### src/rtl/pmon_pkg.sv
package pmon_pkg;

  typedef enum logic [2:0] {
    WK_GP_CTR  = 3'd0,
    WK_FX_CTR  = 3'd1,
    WK_FX_CTL  = 3'd2,
    WK_GBL_EN  = 3'd3,
    WK_OVF_CLR = 3'd4
  } wr_kind_e;

  localparam int FX_BIT_BASE = 32;
  localparam int FLD_W       = 4;
  localparam int FLD_KERN    = 0;
  localparam int FLD_USER    = 1;
  localparam int FLD_PMI     = 3;

  // Bits of the enable/status words that belong to an existing counter.
  function automatic logic [63:0] impl_mask(int ngp, int nfx);
    logic [63:0] m;
    m = '0;
    for (int i = 0; i < ngp; i++) m[i] = 1'b1;
    for (int i = 0; i < nfx; i++) m[FX_BIT_BASE + i] = 1'b1;
    return m;
  endfunction

  // Whether a fixed counter may count in the current privilege mode.
  function automatic logic mode_permits(logic kern_ok, logic user_ok, logic user);
    return user ? user_ok : kern_ok;
  endfunction

  // Narrow read view: low 32 bits, zero-extended.
  function automatic logic [63:0] narrow_view(logic [63:0] v);
    return {32'd0, v[31:0]};
  endfunction

endpackage

### src/rtl/pmon_ctr.sv
module pmon_ctr #(
  parameter int W = 48
) (
  input  logic         clk,
  input  logic         rst_n,
  input  logic         ld,
  input  logic [31:0]  ld_val,
  input  logic         inc,
  output logic [W-1:0] value,
  output logic         ovf
);
  localparam int EXT = W - 32;

  logic [W-1:0] ld_ext;

  generate
    if (W > 32) begin : g_wide
      assign ld_ext = {{EXT{ld_val[31]}}, ld_val};
    end else begin : g_narrow
      assign ld_ext = ld_val[W-1:0];
    end
  endgenerate

  // A load wins over an event, so no wrap is reported under a load.
  assign ovf = inc & ~ld & (&value);

  always_ff @(posedge clk or negedge rst_n) begin
    if (!rst_n)   value <= '0;
    else if (ld)  value <= ld_ext;
    else if (inc) value <= value + 1'b1;
  end
endmodule

### src/rtl/pmon_ovf_stat.sv
module pmon_ovf_stat (
  input  logic        clk,
  input  logic        rst_n,
  input  logic [63:0] set_vec,
  input  logic [63:0] clr_vec,
  input  logic [63:0] int_mask,
  output logic [63:0] status,
  output logic        irq
);
  // Set has priority over clear.
  always_ff @(posedge clk or negedge rst_n) begin
    if (!rst_n) status <= '0;
    else        status <= (status & ~clr_vec) | set_vec;
  end

  assign irq = |(status & int_mask);
endmodule

### src/rtl/pmon_rdmux.sv
module pmon_rdmux #(
  parameter int NUM_GP = 4,
  parameter int NUM_FX = 3,
  parameter int GP_W   = 48,
  parameter int FX_W   = 48
) (
  input  logic [NUM_GP*GP_W-1:0] gp_vals,
  input  logic [NUM_FX*FX_W-1:0] fx_vals,
  input  logic [31:0]            rd_idx,
  output logic [63:0]            rd_data,
  output logic                   rd_err
);
  import pmon_pkg::*;

  logic [29:0] sel;
  logic [63:0] full;
  logic        hit;

  assign sel = rd_idx[29:0];

  always_comb begin
    full = '0;
    hit  = 1'b0;
    if (!rd_idx[30]) begin
      for (int i = 0; i < NUM_GP; i++) begin
        if (sel == 30'(i)) begin
          hit  = 1'b1;
          full = 64'(gp_vals[i*GP_W +: GP_W]);
        end
      end
    end else begin
      for (int i = 0; i < NUM_FX; i++) begin
        if (sel == 30'(i)) begin
          hit  = 1'b1;
          full = 64'(fx_vals[i*FX_W +: FX_W]);
        end
      end
    end
  end

  assign rd_err  = ~hit;
  assign rd_data = !hit ? 64'd0 : (rd_idx[31] ? narrow_view(full) : full);
endmodule

### src/rtl/pmon_unit.sv
module pmon_unit #(
  parameter int NUM_GP = 4,
  parameter int NUM_FX = 3,
  parameter int GP_W   = 48,
  parameter int FX_W   = 48
) (
  input  logic              clk,
  input  logic              rst_n,
  input  logic              wr_en,
  input  logic [2:0]        wr_kind,
  input  logic [4:0]        wr_idx,
  input  logic [63:0]       wr_data,
  input  logic [NUM_GP-1:0] gp_evt,
  input  logic [NUM_GP-1:0] gp_int_en,
  input  logic [NUM_FX-1:0] fx_evt,
  input  logic              user_mode,
  input  logic [31:0]       rd_idx,
  output logic [63:0]       rd_data,
  output logic              rd_err,
  output logic [63:0]       gbl_enable,
  output logic [63:0]       ovf_status,
  output logic              irq
);
  import pmon_pkg::*;

  localparam logic [63:0] IMPL = impl_mask(NUM_GP, NUM_FX);

  wr_kind_e kind;
  assign kind = wr_kind_e'(wr_kind);

  logic [63:0]       gbl_q;
  logic [NUM_FX-1:0] fx_kern_q, fx_user_q, fx_pmi_q;

  always_ff @(posedge clk or negedge rst_n) begin
    if (!rst_n) begin
      gbl_q     <= '0;
      fx_kern_q <= '0;
      fx_user_q <= '0;
      fx_pmi_q  <= '0;
    end else if (wr_en) begin
      if (kind == WK_GBL_EN) gbl_q <= wr_data & IMPL;
      if (kind == WK_FX_CTL) begin
        for (int i = 0; i < NUM_FX; i++) begin
          fx_kern_q[i] <= wr_data[FLD_W*i + FLD_KERN];
          fx_user_q[i] <= wr_data[FLD_W*i + FLD_USER];
          fx_pmi_q[i]  <= wr_data[FLD_W*i + FLD_PMI];
        end
      end
    end
  end

  assign gbl_enable = gbl_q;

  // Named internal events, observed by the checker.
  logic [63:0]       ovf_vec, clr_vec, int_mask;
  logic [NUM_GP-1:0] gp_ovf;
  logic [NUM_FX-1:0] fx_ovf;
  logic [NUM_GP*GP_W-1:0] gp_vals;
  logic [NUM_FX*FX_W-1:0] fx_vals;

  assign clr_vec = (wr_en && kind == WK_OVF_CLR) ? (wr_data & IMPL) : 64'd0;

  genvar g;
  generate
    for (g = 0; g < NUM_GP; g++) begin : g_gp
      logic [GP_W-1:0] val;
      pmon_ctr #(.W(GP_W)) u_ctr (
        .clk    (clk),
        .rst_n  (rst_n),
        .ld     (wr_en && kind == WK_GP_CTR && wr_idx == 5'(g)),
        .ld_val (wr_data[31:0]),
        .inc    (gp_evt[g] & gbl_q[g]),
        .value  (val),
        .ovf    (gp_ovf[g])
      );
      assign gp_vals[g*GP_W +: GP_W] = val;
    end
    for (g = 0; g < NUM_FX; g++) begin : g_fx
      logic [FX_W-1:0] val;
      pmon_ctr #(.W(FX_W)) u_ctr (
        .clk    (clk),
        .rst_n  (rst_n),
        .ld     (wr_en && kind == WK_FX_CTR && wr_idx == 5'(g)),
        .ld_val (wr_data[31:0]),
        .inc    (fx_evt[g] & gbl_q[FX_BIT_BASE + g] &
                 mode_permits(fx_kern_q[g], fx_user_q[g], user_mode)),
        .value  (val),
        .ovf    (fx_ovf[g])
      );
      assign fx_vals[g*FX_W +: FX_W] = val;
    end
  endgenerate

  always_comb begin
    ovf_vec  = '0;
    int_mask = '0;
    for (int i = 0; i < NUM_GP; i++) begin
      ovf_vec[i]  = gp_ovf[i];
      int_mask[i] = gp_int_en[i];
    end
    for (int i = 0; i < NUM_FX; i++) begin
      ovf_vec[FX_BIT_BASE + i]  = fx_ovf[i];
      int_mask[FX_BIT_BASE + i] = fx_pmi_q[i];
    end
  end

  pmon_ovf_stat u_stat (
    .clk      (clk),
    .rst_n    (rst_n),
    .set_vec  (ovf_vec),
    .clr_vec  (clr_vec),
    .int_mask (int_mask),
    .status   (ovf_status),
    .irq      (irq)
  );

  pmon_rdmux #(.NUM_GP(NUM_GP), .NUM_FX(NUM_FX), .GP_W(GP_W), .FX_W(FX_W)) u_rd (
    .gp_vals (gp_vals),
    .fx_vals (fx_vals),
    .rd_idx  (rd_idx),
    .rd_data (rd_data),
    .rd_err  (rd_err)
  );
endmodule

### config.mk
export PLATFORM = sky130hd
export DESIGN_NAME = pmon_unit
export DESIGN_NICKNAME = d
export VERILOG_FILES = /design/src/rtl/pmon_pkg.sv /design/src/rtl/pmon_ctr.sv /design/src/rtl/pmon_ovf_stat.sv /design/src/rtl/pmon_rdmux.sv /design/src/rtl/pmon_unit.sv
export SDC_FILE = /design/constraint.sdc
export NUM_CORES = 1
export LEC_CHECK = 0
export BUFFER_PORTS_ARGS = -buffer_cell sky130_fd_sc_hd__buf_2
export CORE_UTILIZATION = 45
export DETAILED_ROUTE_END_ITERATION = 8
export PLACE_DENSITY = 0.66
export SLEW_MARGIN = 20
export SYNTH_ARGS = -nofsm -noshare
export SYNTH_HDL_FRONTEND = slang
export SYNTH_SLANG_ARGS = --single-unit
export TNS_END_PERCENT = 10
### constraint.sdc
create_clock -name clk -period 3 [get_ports clk]
set_input_delay 0.3 -clock clk [delete_from_list [all_inputs] [get_ports clk]]
set_output_delay 0.3 -clock clk [all_outputs]
set_load 0.005 [all_outputs]
-- Word level (Yosys, flattened, before mapping)
Cells that the tools add are included.
- add/subtract/negate cells: 7
- eq/ne operators: 10
- muxes and demuxes: 33
- bitwise gates (word level): 36
- reduce and logical (&&, ||, !) cells: 30
- operators with widths (cell ; count):
    2-to-1 mux 48 bit ; 21
    adder 48 x 1 -> 48 bit (second input constant) ; 7
    AND reduction 48 bit ; 7
    2-to-1 mux 64 bit ; 3
    AND 64 x 35 -> 64 bit ; 1
    AND 64 bit ; 1
    NOT 35 -> 64 bit ; 1
    bitwise OR 64 x 35 -> 64 bit ; 1
    OR reduction 64 bit ; 1
    equality test 30 x 2 -> 1 bit (second input constant) ; 2
    2-to-1 mux 35 bit ; 1
    equality test 30 x 1 -> 1 bit (second input constant) ; 1
    zero test 30 bit ; 1
    AND 1 bit ; 24
    nonzero test 2 bit ; 7
    equality test 5 x 2 -> 1 bit (second input constant) ; 2
    logical AND 1 bit ; 10
    2-to-1 mux 1 bit ; 8
    NOT 1 bit ; 8
    equality test 3 x 2 -> 1 bit (second input constant) ; 2
    equality test 5 x 1 -> 1 bit (second input constant) ; 1
    zero test 5 bit ; 1
    AND reduction 2 bit ; 2
    equality test 3 x 1 -> 1 bit (second input constant) ; 1
    other kinds (2) ; 2
- bits in registers: 416
- bits of input ports: 119
- output and inout port bits: 194
- word-level logic and storage cells: 128

-- Depth between registers and ports, before layout
Gate-level depths: netlist of run 1.
- depth in word-level cells: 8
- depth in mapped cells: 8

-- By module
From an unflattened synthesis of run 1, not the netlist that was laid out.
- cell total of the unflattened synthesis: 3408
- area total of the unflattened synthesis: 29374.4 um2
- by module, submodules not included (module ; instances ; cells each ; area an instance (um2) ; seq. area each (um2)):
    pmon_ctr ; 7 ; 375 ; 3156.8 ; 1201.2
    pmon_rdmux ; 1 ; 427 ; 3326.9 ; 0.0
    pmon_ovf_stat ; 1 ; 229 ; 2685.1 ; 1601.5
    pmon_unit ; 1 ; 127 ; 1265.0 ; 400.4

-- Worst setup path before layout of run 1
OpenSTA, ideal clock, no wires.
- kind: register to register
- from: reg g_gp[1].u_ctr.value[16]
- to: reg g_gp[1].u_ctr.value[37]
- setup time: 0.082 ns
- arrival time: 2.262 ns
- slack: 0.657 ns
- cell stages (with the launch flop): 7
- buffers on the path: 1
- path through: dfrtp_1 -> nand4_4 -> or4_4 -> or4b_1 -> buf_2 -> or3_1 -> a31oi_1
- cells in the longest elaborated chain, start to end: 3
- RTL lines (element ; RTL line ; RTL):
    from (decl) ; pmon_ctr.sv:9 ; output logic [W-1:0] value,
    from (signal assigned) ; pmon_ctr.sv:29 ; else if (ld) value <= ld_ext;
    from (signal assigned) ; pmon_ctr.sv:30 ; else if (inc) value <= value + 1'b1;
    adder 48 x 1 -> 48 bit ; pmon_ctr.sv:30 ;
    2-to-1 mux 48 bit ; pmon_ctr.sv:30 ;
    2-to-1 mux 48 bit ; pmon_ctr.sv:29 ;
Every way passes these cells. The select of a mux whose other input is x is not followed.
A chain may end at the register's enable or synchronous reset.

-- Worst setup path in the final report of run 1
- from: in rd_idx[1]
- to: out rd_data[6]
- cells in the longest elaborated chain, start to end: 8
- elaborated cells on any way between the ends: 19
- those cells by class: 3 x eq/ne; 15 x mux; 1 x reduce/logical
- RTL lines (element ; RTL line ; RTL):
    from (decl) ; pmon_unit.sv:17 ; input logic [31:0] rd_idx,
    zero test 30 bit ; pmon_rdmux.sv:26, pmon_rdmux.sv:33 ;
    2-to-1 mux 48 bit (4 in a row) ; pmon_rdmux.sv:26 ; if (sel == 30'(i)) begin
    2-to-1 mux 64 bit ; pmon_rdmux.sv:24 ; if (!rd_idx[30]) begin
    2-to-1 mux 64 bit ; pmon_rdmux.sv:42 ; assign rd_data = !hit ? 64'd0 : (rd_idx[31] ? narrow_view(full) : full);
    2-to-1 mux 64 bit * ; pmon_rdmux.sv:42 ;
    to (decl) ; pmon_unit.sv:18 ; output logic [63:0] rd_data,
Mark *: on every way between the ends. The rest lies on a longest branch, timed or not.

==> metrics, run 1 <==
fmax=about 380 MHz; first-pass GRT wire length=between 100 and 150 mm; Seq cells post-synth=359; Die ar.=between 50000 and 60000 sq um; HP Class=primary input to flop; CP startpoint kind=primary input; Initial DRC Count=about 2600; Worst Setup Path Type=primary input to output pin; cell mode on critical path=buf_4; slowest CP cell=nor2b_4; Top Layer Used=met4; initial core utilization=a little under half; Worst EP required=around 2700 ps; FP Rows=between 80 and 90; setup_tns=0 ps; r2r setup slk=roughly 400 ps; post-CTS sizing=0; TritonCTS buffer count=42; CP Capture Type=output pin; most frequent cells in the layout=dfrtp_1, nor2_1, nand2_1, a21oi_1, o21ai_0; drt first pass iters=6; IO Pins=about 310; top_reg_cell synth=dfrtp_1; clock tree from TritonCTS=done; max-cap violations=0; DP Wirelength=roughly 60 mm; pin count of the biggest net entering global routing=82; Reg clk slew, reported paths=60 ps; total power draw=around 0.013 W; crit-path max cell delay=between 500 and 600 ps; Final Cell Area=around 26000 sq um; met3 wire len=about 6.9 mm; total gr overflow=0; Worst-Margin Slew=1120 ps; initial antenna violation count=0; Hold-fix buffers, CTS=4; sequential fraction of the synthesis area=between 30% and 40%; Die W=232 um; Clock Latency Late Sink=580 ps; number of I/O port buffers=153; DRT met1 WL=between 30 and 40 mm; post-placement cell count=about 3500; status=finished, final reports clean; clk sink count=around 360; Slew Limit Fails=0; crit path time final=between 2000 and 3000 ps; routed via count=about 22000; EDFF count, synth=0; Critical Path AT=~2400 ps; DRC violations left=0; post-synthesis area per instance=~8.5 sq um; routability cong.=approximately 0.94; Mapped Cells=roughly 2800; Hold Vio Cnt, Final=0; Max Root-Sink Buffers=3; fin crit share=around nine tenths; Final Net Count=3032; remaining antenna violation count=0; worst path cell trace=buf_4, nor2b_4, buf_4, a21oi_1, a211oi_1, buf_2; PwrDens=around 500 nW/um^2; Final Non-Filler Cells=approximately 3600; share of layout cells above drive strength 1=a little over an eighth; Leak=roughly 11 nW; Yosys warnings=0; Max-slew headroom=24.8%; Setup Skew=between 10 and 15 ps; Routed WL=80.9 mm; WL/cell=22.4 um; Via density=6.22; Max VDD drop=0.000374 V; RSZ-0062 raised after global routing=no; root buffer cell=clkbuf_16; postcts setup bufs=0; vias in the first global route=between 20000 and 25000; Area after DPL=about 25000 sq um; Floorplan Core Area=between 50000 and 60000 sq um; Fillers=~4900; die height=232 um; worst-path maximum fanout=28; commonest non-fill, non-tap cell in the layout=dfrtp_1; synth unique cells=60; total track usage=29.9%; H-tree levels=2; metal2 WL=between 30 and 40 mm; endpoints failing setup=0; fraction of registers with async set/reset=100%; area grow syn2layout=11.3%; Post-Synthesis Cell Area=roughly 24000 sq um
-- per-stage QoR --
| step | setup slack [ps] | utilization, % | hold slack (ps) |
|---|---|---|---|
| finish | 349 | 51.2 | 90.5 |
| global route | 261 | 51.2 | 87.9 |
| CTS | 401 | 51.2 | 62.2 |
| detailed placement | 403 | 48.6 | 327 |
| global placement | 469 | 48.6 | 325 |
| floorplan | 657 | - | 4.41 |
-- Yosys cell counts (4+ instances only) --
library cell	number	share of area, %
nor4_1	52	1.4
buf_4	130	4.1
mux2_2	21	0.99
or3_1	53	1.4
nand2b_1	5	0.13
or4_1	50	1.6
a22o_1	14	0.52
buf_1	13	0.21
xnor2_1	106	3.9
nor2b_1	7	0.18
nand3_1	123	2.6
inv_1	43	0.68
nor4b_1	4	0.15
a211oi_1	67	2.1
ha_1	7	0.37
mux4_2	33	3.1
and2_1	18	0.47
a31oi_1	90	2.4
nand2_1	243	3.8
nor3b_1	5	0.16
nor2_1	288	4.5
dfrtp_1	359	38
o31ai_1	48	1.5
and3_1	53	1.4
or2_2	7	0.18
mux2i_1	70	2.9
clkbuf_1	155	2.4
and4_1	49	1.8
xor2_1	102	3.8
buf_2	7	0.15
a21oi_1	177	3.7
o21ai_0	154	3.2
nor3_1	82	1.7
nand4_1	121	3.2
-- path summary, 6_finish.rpt --
check / startpoint / endpoint / depth (start not counted)
worst max-delay path: rd_idx[1] / rd_data[6] / 6
worst min-delay path: wr_data[15] / g_fx[0].u_ctr.value[15]$_DFFE_PN0P_ / 3
worst max register to register: g_gp[1].u_ctr.value[16]$_DFFE_PN0P_ / g_gp[1].u_ctr.value[35]$_DFFE_PN0P_ / 5
worst min register to register: fx_kern_q[2]$_DFFE_PN0P_ / fx_kern_q[2]$_DFFE_PN0P_ / 1
max in group asynchronous: rst_n / g_gp[1].u_ctr.value[22]$_DFFE_PN0P_ / 3
min in group asynchronous: rst_n / g_fx[1].u_ctr.value[10]$_DFFE_PN0P_ / 2
-- cell families (layout without fill, tap and decap cells) --
logic type,Yosys count,in the layout,synth area share [%]
adders and majority gates,7,7,0.368
xor gates and xnor gates,208,208,7.66
and+or+nand+nor,1177,1177,25.4
buffers and inverters,349,363,7.63
other,1,131,0.0158
muxes,125,125,7.17
AOI/OAI and AO/OA,563,563,14.0
DFF,359,359,37.8
-- per-layer routing --
metal  vias up  track usage [%]
li1      10200                -
met1     11000             41.3
met2      1141             46.9
met3       169             4.68
met4         0             11.7
met5         -                0
-- where the power goes --
part | internal (W) | switching [W]
clock | 0.00292 | 0.00213
combinational | 0.000878 | 0.00111
sequential | 0.00539 | 0.000809
-- worst max-delay path: cells and delay by family --
family / cells / cell delay [ps]
buffers and inverters: 3 / 910
and+or+nand+nor: 1 / 590
AOI/OAI and AO/OA: 2 / 550
-- registers in the layout, indices dropped and copies added (netlist names) --
| name | flops |
|---|---|
| fx_user_q | 3 |
| fx_pmi_q | 3 |
| gbl_enable | 7 |
| g_gp.u_ctr.value | 192 |
| g_fx.u_ctr.value | 144 |
| fx_kern_q | 3 |
| u_stat.status | 7 |
-- final cells by class --
type / instances / area (sq um) / area share [%]
timing repair buffer: 250 / 1610 / 6.09
multi-input combinational: 2210 / 13600 / 51.2
inverter: 43 / 161 / 0.610
antenna: 1 / 2.50 / 0.00945
sequential: 359 / 8980 / 33.9
clock inverter: 9 / 70.1 / 0.265
tap: 680 / 851 / 3.21
clock buffer: 61 / 1240 / 4.67
Power figures use the tool's default switching activity.
==> run 2: changes to the inputs <==
- CTS_BUF_LIST: not set -> sky130_fd_sc_hd__clkbuf_16
==> run 2 against run 1 <==
Register-to-register slack about the same. Worst hold slack got worse by 1.1 ps. Clock power decreased by 4%. Cell count about the same. Non-clock buffer count unchanged. Power decreased by 1.4%. Die area unchanged. Cell area decreased by 0.20%. Clock-buffer cell count decreased by 16. First-iteration DRC count decreased by 4.6%. Clock skew decreased by 1.2 ps. Fmax decreased by 0.27%. Highest routed layer unchanged.
==> metrics, run 2 (synthesized netlist as in run 1, its figures left out) <==
setup_tns=0 ps; Setup Skew=about 13 ps; WP buf/inv=2; DP Wirelength=59.9 mm; postcts setup bufs=0; commonest non-fill, non-tap cell in the layout=dfrtp_1; HP Class=primary input to flop; first-pass GRT wire length=124 mm; routability cong.=roughly 0.94; number of I/O port buffers=roughly 150; Max-slew headroom=about a quarter; initial core utilization=between 40 and 50%; Die ar.=53800 sq um; fmax=between 300 and 400 MHz; total track usage=around 30%; clock tree from TritonCTS=done; area grow syn2layout=11.1%; root buffer cell=clkbuf_16; Largest regs=g_gp.u_ctr.value: 192 flops, g_fx.u_ctr.value: 144 flops; Final Net Count=3032; RSZ-0062 raised after global routing=no; Worst EP required=approximately 2700 ps; routed via count=22500; CP startpoint kind=primary input; WHS=89.4 ps; Clock Latency Late Sink=about 570 ps; worst path cell trace=buf_4, nor2b_4, a21oi_1, a211oi_1, buf_2; Die W=between 200 and 250 um; endpoints failing setup=0; crit-path max cell delay=roughly 640 ps; die height=roughly 230 um; total gr overflow=0; crit path time final=between 2000 and 3000 ps; Worst Setup Path Type=primary input to output pin; Leak=10.8 nW; Biggest register=g_gp.u_ctr.value; DRC violations left=0; Routed WL=roughly 81 mm; status=finished, final reports clean; remaining antenna violation count=0; H-tree levels=2; Hold Vio Cnt, Final=0; clk sink count=359; Slew Limit Fails=0; diode count=0; CP Capture Type=output pin; Initial DRC Count=2484; Floorplan Core Area=between 50000 and 60000 sq um; max-cap violations=0; drt first pass iters=7; vias in the first global route=around 21000; Via density=a little over 6; max reg flops=between 150 and 200; TritonCTS buffer count=between 40 and 50; FP Rows=just over 80; slowest CP cell=a211oi_1; share of layout cells above drive strength 1=between 10% and 20%; most frequent cells in the layout=dfrtp_1, nor2_1, nand2_1, a21oi_1, o21ai_0; pin count of the biggest net entering global routing=82; Worst-Margin Slew=about 1100 ps; Max Root-Sink Buffers=3; Max VDD drop=~0.00037 V; fin crit share=between 80% and 90%; initial antenna violation count=0; Critical Path AT=between 2000 and 2500 ps; IO Pins=around 310; WL/cell=around 22 um; Reg clk slew, reported paths=approximately 60 ps; largest delay contributor family on the critical path=compound AO/OA/AOI/OAI gates; PwrDens=approximately 490 nW/um^2; worst-path maximum fanout=28
## run 2: cell types whose count changed in the layout (fill, tap and decap cells not counted), sizes merged
cell    delta
clkbuf    -16
diode      -1
inv       +11
clkinv     +5
## run 2: final timing paths
kind | start | depth (start not counted) | slack (ps) | endpoint
max | rd_idx[1] | 5 | 340 | rd_data[3]
min | wr_data[14] | 3 | 90 | g_fx[1].u_ctr.value[14]$_DFFE_PN0P_
max reg2reg | g_gp[3].u_ctr.value[0]$_DFFE_PN0P_ | 6 | 410 | g_gp[3].u_ctr.value[34]$_DFFE_PN0P_
min reg2reg | fx_kern_q[1]$_DFFE_PN0P_ | 1 | 510 | fx_kern_q[1]$_DFFE_PN0P_
max in group asynchronous | rst_n | 3 | 1790 | g_gp[1].u_ctr.value[22]$_DFFE_PN0P_
min in group asynchronous | rst_n | 2 | 290 | g_fx[1].u_ctr.value[10]$_DFFE_PN0P_
## run 2: metrics by stage
stage / std cells / power, W / worst slack (ps) / util (%) / area (sq um)
after CTS: 3612 / 0.0131 / 401 / 51.1 / 26400
final: 3612 / 0.0131 / 342 / 51.1 / 26400
after global routing: 3612 / 0.0136 / 261 / 51.1 / 26400
after floorplan: 2918 / 0.00741 / 657 / - / 24300
after detailed placement: 3538 / 0.00822 / 403 / 48.6 / 25100
after global placement: 3538 / 0.00811 / 469 / 48.6 / 25100
## run 2: area by class of cell
| cell class | instances | area (sq um) |
|---|---|---|
| clock buffer | 45 | 1130 |
| clock inverter | 25 | 130 |
| fill | 4940 | 25300 |
| inverter | 43 | 161 |
| multi-input combinational | 2210 | 13600 |
| sequential | 359 | 8980 |
| tap | 680 | 851 |
| timing repair buffer | 250 | 1610 |
## run 2: report_power, final
part / leakage [nW] / total, W / switching [W] / internal (W)
Combinational: 5.29 / 0.00199 / 0.00111 / 0.000878
Sequential: 4.80 / 0.00620 / 0.000808 / 0.00539
Clock: 0.666 / 0.00487 / 0.00211 / 0.00276
## run 2: repair_timing
action / CTS / global route
resized for setup: 0 / 0
hold endpoints to repair: 63 / 0
hold buffers: 4 / 0
## run 2: routing by layer
| layer | wire, um | GRT usage (%) | up-vias |
|---|---|---|---|
| met1 | 34300 | 41.2 | 11100 |
| met5 | 0 | 0 | - |
| met4 | 3040 | 11.7 | 0 |
| li1 | - | - | 10200 |
| met2 | 36900 | 46.8 | 1081 |
| met3 | 6590 | 4.86 | 167 |
## run 2: worst register-to-register path, cell delays in order (launching register included)
cell     delay, ps
dfrtp_1        410
ha_1           200
and4_1         310
nand3_1        120
or4_1          730
or4_1          550
a31oi_1        180
